==> src/rtl/acc_core_pkg.sv <==
package acc_core_pkg;

    localparam int WORD_W = 16;
    localparam int ADDR_W = 12;
    localparam int OP_W   = WORD_W - ADDR_W;

    typedef logic [WORD_W-1:0] word_t;
    typedef logic [ADDR_W-1:0] addr_t;

    localparam logic [OP_W-1:0] OP_HALT  = 4'h0;
    localparam logic [OP_W-1:0] OP_LOAD  = 4'h1;
    localparam logic [OP_W-1:0] OP_STORE = 4'h2;
    localparam logic [OP_W-1:0] OP_ADD   = 4'h5;
    localparam logic [OP_W-1:0] OP_DI    = 4'hD;
    localparam logic [OP_W-1:0] OP_EI    = 4'hE;
    localparam logic [OP_W-1:0] OP_RETI  = 4'hF;

    typedef struct packed {
        logic [OP_W-1:0] op;
        addr_t           addr;
    } instr_t;

    // Status word: bit 0 interrupt enable, bit 1 signed overflow.
    typedef struct packed {
        logic [WORD_W-3:0] rsvd;
        logic              ovf;
        logic              ie;
    } status_t;

    typedef enum logic [3:0] {
        ST_FETCH,
        ST_DECODE,
        ST_EXEC,
        ST_WBACK,
        ST_INTCHK,
        ST_PUSH_SW,
        ST_PUSH_PC,
        ST_VECTOR,
        ST_POP_A,
        ST_POP_B,
        ST_POP_C,
        ST_HALT
    } state_e;

    function automatic logic signed_ovf(input word_t a, input word_t b, input word_t s);
        return (a[WORD_W-1] == b[WORD_W-1]) && (s[WORD_W-1] != a[WORD_W-1]);
    endfunction

endpackage

==> src/rtl/acc_core_alu.sv <==
module acc_core_alu
    import acc_core_pkg::*;
(
    input  word_t acc,
    input  word_t operand,
    input  logic  do_add,
    output word_t result,
    output logic  ovf
);
    word_t sum;

    always_comb begin
        sum    = acc + operand;
        ovf    = signed_ovf(acc, operand, sum);
        result = do_add ? sum : operand;
    end
endmodule

==> src/rtl/acc_core_stack.sv <==
module acc_core_stack #(
    parameter int             AW   = 12,
    parameter logic [AW-1:0]  INIT = '1
) (
    input  logic          clk,
    input  logic          rst,
    input  logic          push,
    input  logic          pop,
    output logic [AW-1:0] sp
);
    localparam logic [AW-1:0] ONE = AW'(1);

    always_ff @(posedge clk) begin
        if (rst)       sp <= INIT;
        else if (push) sp <= sp - ONE;
        else if (pop)  sp <= sp + ONE;
    end
endmodule

==> src/rtl/acc_core.sv <==
module acc_core
    import acc_core_pkg::*;
#(
    parameter logic [ADDR_W-1:0] RESET_PC  = 12'h300,
    parameter logic [ADDR_W-1:0] VECTOR_PC = 12'h100,
    parameter logic [ADDR_W-1:0] SP_INIT   = 12'hFFF
) (
    input  logic              clk,
    input  logic              rst,
    output logic [ADDR_W-1:0] mem_addr,
    output logic [WORD_W-1:0] mem_wdata,
    output logic              mem_we,
    input  logic [WORD_W-1:0] mem_rdata,
    input  logic              irq,
    output logic              irq_ack,
    output logic              halted
);
    localparam int PAD_W = WORD_W - ADDR_W;

    state_e  state_q, state_d;
    addr_t   pc_q, pc_d;
    instr_t  ir_q, ir_d;
    word_t   acc_q, acc_d;
    status_t sts_q, sts_d;
    addr_t   sp;
    logic    sp_push, sp_pop;
    word_t   alu_res;
    logic    alu_ovf;

    acc_core_alu u_alu (
        .acc     (acc_q),
        .operand (mem_rdata),
        .do_add  (ir_q.op == OP_ADD),
        .result  (alu_res),
        .ovf     (alu_ovf)
    );

    acc_core_stack #(.AW(ADDR_W), .INIT(SP_INIT)) u_stack (
        .clk  (clk),
        .rst  (rst),
        .push (sp_push),
        .pop  (sp_pop),
        .sp   (sp)
    );

    always_comb begin
        state_d   = state_q;
        pc_d      = pc_q;
        ir_d      = ir_q;
        acc_d     = acc_q;
        sts_d     = sts_q;
        mem_addr  = pc_q;
        mem_wdata = '0;
        mem_we    = 1'b0;
        irq_ack   = 1'b0;
        sp_push   = 1'b0;
        sp_pop    = 1'b0;
        unique case (state_q)
            ST_FETCH: begin
                pc_d    = pc_q + 1'b1;
                state_d = ST_DECODE;
            end
            ST_DECODE: begin
                ir_d    = instr_t'(mem_rdata);
                state_d = ST_EXEC;
            end
            ST_EXEC: begin
                mem_addr = ir_q.addr;
                state_d  = ST_INTCHK;
                case (ir_q.op)
                    OP_LOAD, OP_ADD: state_d = ST_WBACK;
                    OP_STORE: begin
                        mem_we    = 1'b1;
                        mem_wdata = acc_q;
                    end
                    OP_HALT: state_d = ST_HALT;
                    OP_EI:   sts_d.ie = 1'b1;
                    OP_DI:   sts_d.ie = 1'b0;
                    OP_RETI: begin
                        if (ir_q.addr == '0) begin
                            sp_pop  = 1'b1;
                            state_d = ST_POP_A;
                        end
                    end
                    default: state_d = ST_INTCHK;
                endcase
            end
            ST_WBACK: begin
                mem_addr = ir_q.addr;
                acc_d    = alu_res;
                if (ir_q.op == OP_ADD) sts_d.ovf = alu_ovf;
                state_d  = ST_INTCHK;
            end
            ST_INTCHK: begin
                if (sts_q.ie && irq) begin
                    irq_ack = 1'b1;
                    state_d = ST_PUSH_SW;
                end else begin
                    state_d = ST_FETCH;
                end
            end
            ST_PUSH_SW: begin
                mem_addr  = sp;
                mem_we    = 1'b1;
                mem_wdata = word_t'(sts_q);
                sp_push   = 1'b1;
                state_d   = ST_PUSH_PC;
            end
            ST_PUSH_PC: begin
                mem_addr  = sp;
                mem_we    = 1'b1;
                mem_wdata = {{PAD_W{1'b0}}, pc_q};
                sp_push   = 1'b1;
                state_d   = ST_VECTOR;
            end
            ST_VECTOR: begin
                pc_d     = VECTOR_PC;
                sts_d.ie = 1'b0;
                state_d  = ST_FETCH;
            end
            ST_POP_A: begin
                mem_addr = sp;
                sp_pop   = 1'b1;
                state_d  = ST_POP_B;
            end
            ST_POP_B: begin
                mem_addr = sp;
                pc_d     = mem_rdata[ADDR_W-1:0];
                state_d  = ST_POP_C;
            end
            ST_POP_C: begin
                sts_d      = status_t'(mem_rdata);
                sts_d.rsvd = '0;
                state_d    = ST_INTCHK;
            end
            ST_HALT: state_d = ST_HALT;
            default: state_d = ST_FETCH;
        endcase
    end

    always_ff @(posedge clk) begin
        if (rst) begin
            state_q <= ST_FETCH;
            pc_q    <= RESET_PC;
            ir_q    <= '0;
            acc_q   <= '0;
            sts_q   <= '0;
        end else begin
            state_q <= state_d;
            pc_q    <= pc_d;
            ir_q    <= ir_d;
            acc_q   <= acc_d;
            sts_q   <= sts_d;
        end
    end

    assign halted = (state_q == ST_HALT);

endmodule

==> config.mk <==
export PLATFORM = sky130hd
export DESIGN_NAME = acc_core
export DESIGN_NICKNAME = d
export VERILOG_FILES = /design/src/rtl/acc_core_pkg.sv /design/src/rtl/acc_core_alu.sv /design/src/rtl/acc_core_stack.sv /design/src/rtl/acc_core.sv
export SDC_FILE = /design/constraint.sdc
export NUM_CORES = 1
export LEC_CHECK = 0
export ABC_AREA = 1
export BUFFER_PORTS_ARGS = -buffer_cell sky130_fd_sc_hd__buf_2
export CAP_MARGIN = 20
export CORE_MARGIN = 5
export CORE_UTILIZATION = 55
export CTS_CLUSTER_DIAMETER = 30
export DETAILED_ROUTE_END_ITERATION = 12
export PLACE_DENSITY = 0.87
export SETUP_SLACK_MARGIN = 0.1
export SYNTH_ARGS = -nofsm -noshare
export SYNTH_HDL_FRONTEND = slang
export SYNTH_HIERARCHICAL = 1
export SYNTH_SLANG_ARGS = --single-unit
export TNS_END_PERCENT = 5
==> constraint.sdc <==
create_clock -name clk -period 1.94 [get_ports clk]
set_input_delay 0.388 -clock clk [delete_from_list [all_inputs] [get_ports clk]]
set_output_delay 0.388 -clock clk [all_outputs]
set_load 0.01 [all_outputs]
* Yosys cells after proc, flatten, opt, wreduce, memory -nomap -nowiden
Cells that the tools add are included.
Storage, ports and cells: bits in latches 0, output and inout bits 31, memories 0, input port bits 19, flip-flop bits (word level) 62, logic and storage cells 72, bits in read-only memories 0, memory bits (writable) 0
Operators by class: bitwise operators 0, $mul 0, add/subtract/negate cells 4, $lt $le $gt $ge 0, equal/unequal tests 21, mux-type cells 23, shift operators 0, reduce and logical (&&, ||, !) cells 16, div/mod/pow operators 0
Operator list (number):
- $pmux 16 s3 | 1
- $pmux 4 s10 | 1
- $pmux 12 s3 | 1
- $mux 16 | 2
- $eq 4x4->1 const B | 7
- $add 12x1->12 const B | 2
- $mux 12 | 2
- $pmux 12 s2 | 1
- $eq 4x3->1 const B | 5
- $add 16x16->16 | 1
- $eq 4x2->1 const B | 3
- $logic_not 12->1 | 1
- $pmux 4 s3 | 1
- $sub 12x1->12 const B | 1
- $eq 4x1->1 const B | 2
- $logic_not 4->1 | 2
- $pmux 1 s2 | 4
- $reduce_or 2->1 | 4
- $mux 1 | 7
- $reduce_bool 3->1 | 2
- $mux 4 | 1
- $reduce_and 2->1 | 2
- $reduce_bool 2->1 | 2
- $reduce_or 4->1 | 1
- other kinds (7) | 8

* Logic depth before layout (Yosys ltp)
word-level depth 6, mapped depth 15, gate-level depth less buffers 15

* Cells and area by module
Netlist, hierarchy kept.
Modules (own cells, without submodules):
- acc_core | instances 1, area each 2822.7 um^2, seq. area each 1001.0 um^2, cells each 459
- acc_core_alu | instances 1, area each 1131.1 um^2, seq. area each 0.0 um^2, cells each 226
- acc_core_stack | instances 1, area each 1033.5 um^2, seq. area each 240.2 um^2, cells each 169

* Worst setup path before layout
Ideal clock, no wire load.
path type register to register, from register state_q[0], to register u_stack.sp[5], path buffers 0, setup time 0.115 ns, setup slack -0.141 ns, clock period less this slack 2.081 ns, arrival time 1.966 ns, required time 1.825 ns, stages on the path, launching flop included 14, cell sequence dfxtp_1 -> inv_2 -> nand2_1 -> inv_2 -> o21ai_4 -> inv_1 -> ha_1 -> nand2_1 -> nand3_2 -> nand2_1 -> nand2_1 -> or2_1 -> nand3_1 -> nand2_1
Between the ends: word-level cells in the longest chain between the ends 4, elaborated cells between the ends (all ways) 9, those cells by class eq/ne (4); mux (3); reduce/logical (2)
Ends and longest elaborated chain:
- from (decl) | RTL line acc_core.sv:20 | state_e state_q, state_d;
- from (signal assigned) | RTL line acc_core.sv:149 | state_q <= state_d;
- $eq 4x3->1 | RTL line acc_core.sv:58 | unique case (state_q)
- $reduce_or 2->1 (no source line) (*)
- $mux 1 (*) | RTL line acc_core.sv:58
- named net sp_push | RTL line acc_core.sv:26 | logic sp_push, sp_pop;
- $mux 12 / $reduce_bool 2->1 (equally long branches)
- to (signal assigned) | RTL line acc_core_stack.sv:15 | else if (push) sp <= sp - ONE;
- to (signal assigned) | RTL line acc_core_stack.sv:16 | else if (pop) sp <= sp + ONE;
- to (decl) | RTL line acc_core_stack.sv:9 | output logic [AW-1:0] sp
The timed path passes the listed nets; every way through them passes the cells marked *. A chain may end at the register's enable or synchronous reset.

* Worst setup path after layout
from register state_q[1], to output mem_addr[9]
Between the ends: word-level cells in the longest chain between the ends 3, elaborated cells between the ends (all ways) 9, those cells by class eq/ne (6); mux (1); reduce/logical (2)
Ends and longest elaborated chain:
- $eq 4x4->1, or another cell as far along | RTL line acc_core.sv:58
- $reduce_or 4->1 (no source line) / $reduce_or 2->1 (equally long branches)
- $pmux 12 s2 (*) | RTL line acc_core.sv:58
- to (decl) | RTL line acc_core.sv:10 | output logic [ADDR_W-1:0] mem_addr,
Mark *: on every way between the ends. The rest lies on a longest branch, timed or not.

==> metrics.txt <==
Sequential Power Share 23.5%; biggest cell delay along the critical path 360 ps; number of global-route vias before repair 5143; Worst setup SP type flop; Die Footprint 0.0111 sq mm; GRT Total Usage 25.7%; vias per cell 5.61; antenna violations before repair 0; cell count after synthesis 854; unrepaired setup endpoints after global routing true; combined flip-flop and latch cell area 0.00125 sq mm; fmax 462 MHz; total iterations of the first detailed-routing run 5; Routed wire per std cell 14.6 um; Filler cells 686; Power Internal 0.00464 W; Core Region 0.00876 sq mm; Switching Power 0.00453 W; worst setup timing slack at the placement stage -198 ps; sequential share of the synthesized area 24.9%; final-layout worst hold slack 377 ps; crit path time final 2170 ps; GRT Residual Overflow 0; DP Cell Count 1038; Yosys top cell area share 24.9%; Post-Syn Area 0.00499 sq mm; initial cell density of the core 56.9%; area of the multi-input gates 0.00352 sq mm; fraction of registers with async set/reset 0%; violations in the final reports setup timing; violation count after the first detailed-routing iteration 539; largest net degree at the start of global routing 46; post-synth top area cell sky130_fd_sc_hd__dfxtp_1; area growth from synthesis to layout 27.1%; Finish-stage setup viols 37; number of distinct library cells after synthesis 35; CP endpoint kind primary output; Worst slew margin 54.8%; Routed Wire Length 15500 um; static leakage 3.19 nW; Sw Ratio 49.4%; CTS Buf Count 9; required time reported for the critical path endpoint 1550 ps; die extent in x 105 um; post-synthesis sequential element count 62; final worst clock skew 13.0 ps; # port buffers 49; maximum level of the CTS H-tree 3; Longest Clk Path Bufs 2; most common cell after layout, fill and taps aside sky130_fd_sc_hd__nand2_1; Tot Pwr 0.00917 W; synthesized net count 901; class of the tightest hold or removal check input pin to flop; I/O pin cnt 50; Final nets 995; Clock Latency Late Sink 350 ps; Routability Congestion 0.940; EDFF count, synth 0; run status finished, violations left; commonest register cell after synthesis sky130_fd_sc_hd__dfxtp_1; Synth Area per Inst 5.84 sq um; Comb power frac 64.0%; antenna violation net count after detailed routing 0; half-perimeter wire length after detailed placement 10700 um; clock tree from TritonCTS built; critical path class flop to primary output; setup slack after layout -226 ps; Max stage delay cell, worst path sky130_fd_sc_hd__dfxtp_4; power per standard cell area 1450 mW/mm^2; share of the clock period used by the worst path after layout 112%; Antenna Cells 0; cell types occupying the most area after synthesis sky130_fd_sc_hd__dfxtp_1, sky130_fd_sc_hd__nand2_1, sky130_fd_sc_hd__inv_1; number of sinks on the clock net 62; Clk pin slew, worst setup/hold paths 70 ps; slew at the pin with the worst max-slew slack 677 ps; final standard cell utilization of the core 72.4%; most used cells in the layout excluding fill and tap cells sky130_fd_sc_hd__nand2_1, sky130_fd_sc_hd__inv_1, sky130_fd_sc_hd__nor2_1; root buffer cell sky130_fd_sc_hd__clkbuf_8; number of max-cap violations 0; endpoints failing hold 0; via total after detailed routing 5942; warnings from Yosys 6; standard-cell rows 34; part of the power in the clock network 12.5%; wire length of the first global-routing pass 23900 um; die span in y 105 um; final-report max-slew violation count 0; maximum vdd drop 0.00110 V; crit-path max FO 6; DRC violations left 0; Cell Count, Final, Fillers Out 1060; data arrival time at the worst-slack endpoint 1780 ps; list of cells traversed by the critical path inv_2, nand2_2, inv_2, o21ai_4, buf_6, nand2_8, nor2_4, nand2_1, nand3_2, buf_6; share of layout cells above drive strength 1 23.3%
final cells by class:
cell class | count | area share, %
clock buffers | 11 | 2.23
multi-input cells | 637 | 55.5
repair buffers | 105 | 11.7
flip-flops and latches | 62 | 19.7
clock inverters | 4 | 0.750
inverters | 133 | 7.93
well taps | 108 | 2.13
worst max-delay path, delay by kind of cell, from the launching register on:
kind	cells	cell delay, ps
flops	1	360
buf+inv	4	350
simple gates	5	560
compound gates	1	180
metal layers:
metal	GRT usage (%)	wire length, um	vias to the layer above	part of all wire [%]
met5	0	0	-	0
met4	6.94	338	0	2.2
met3	3.97	1430	43	9.2
met2	41.7	7150	322	46
met1	35.5	6600	2671	43
li1	-	-	2906	-
power by group through the flow:
stage | logic, W | clock network, W | registers, W
after detailed placement | 0.00497 | 0 | 0.00210
final | 0.00587 | 0.00114 | 0.00216
after floorplan | 0.00366 | 0 | 0.00198
after CTS | 0.00527 | 0.00115 | 0.00209
after global routing | 0.00649 | 0.00121 | 0.00221
after global placement | 0.00486 | 0 | 0.00209
metrics by stage:
step	TNS [ps]	cell area, sq um
2_1_floorplan	-671	4990
3_3_place_gp	-1300	5650
3_5_place_dp	-2040	5650
4_1_cts	-4170	6000
5_1_grt	-8250	6340
6_report	-4250	6340
logic make-up (layout without fill, tap and decap cells):
logic type               count (synthesis)  after routing  synth area share (%)
flip-flops                              62             62                  24.9
AO/OA/AOI/OAI                          143            143                  15.1
adder cells (fa/ha/maj)                 28             28                  7.33
buffers and inverters                  156            253                  12.2
AND/OR/NAND/NOR                        460            461                  39.7
XOR/XNOR                                 5              5                 0.878
state kept, by name, indices dropped and copies added (netlist names):
signal / flops
pc_q: 12
state_q: 4
u_stack/sp: 12
acc_q: 16
ir_q: 16
sts_q: 2
worst paths after layout:
path	cells after the start	to	start	slack, ps
worst min-delay path	3	ir_q[8]$_SDFFE_PP0N_	mem_rdata[8]	380
worst min register to register	2	acc_q[14]$_SDFFE_PP0P_	acc_q[14]$_SDFFE_PP0P_	480
worst max-delay path	10	mem_addr[9]	state_q[1]$_SDFF_PP0_	-230
worst max register to register	16	u_stack/sp[6]$_SDFFE_PP1P_	state_q[1]$_SDFF_PP0_	-190
synthesized netlist by cell type (all sizes together), types with 2 or more instances:
cell,count
xnor2,3
ha,26
xor2,2
clkbuf,13
buf,10
fa,2
nand2,281
nand3b,3
or2,8
o21ai,64
o22ai,12
inv,133
nor3,3
dfxtp,62
nand4,11
o211ai,2
and2,2
a21oi,63
nand3,72
nor2,80
repair_timing:
action                                  4_1_cts  5_1_grt
gates cloned                                  1        0
buffers inserted                              1        5
pin swaps                                     4        9
hold buffers                                  0        0
endpoints found under the setup margin       45       56
gates resized for setup                      37       56
(Power assumes the default switching activity.)
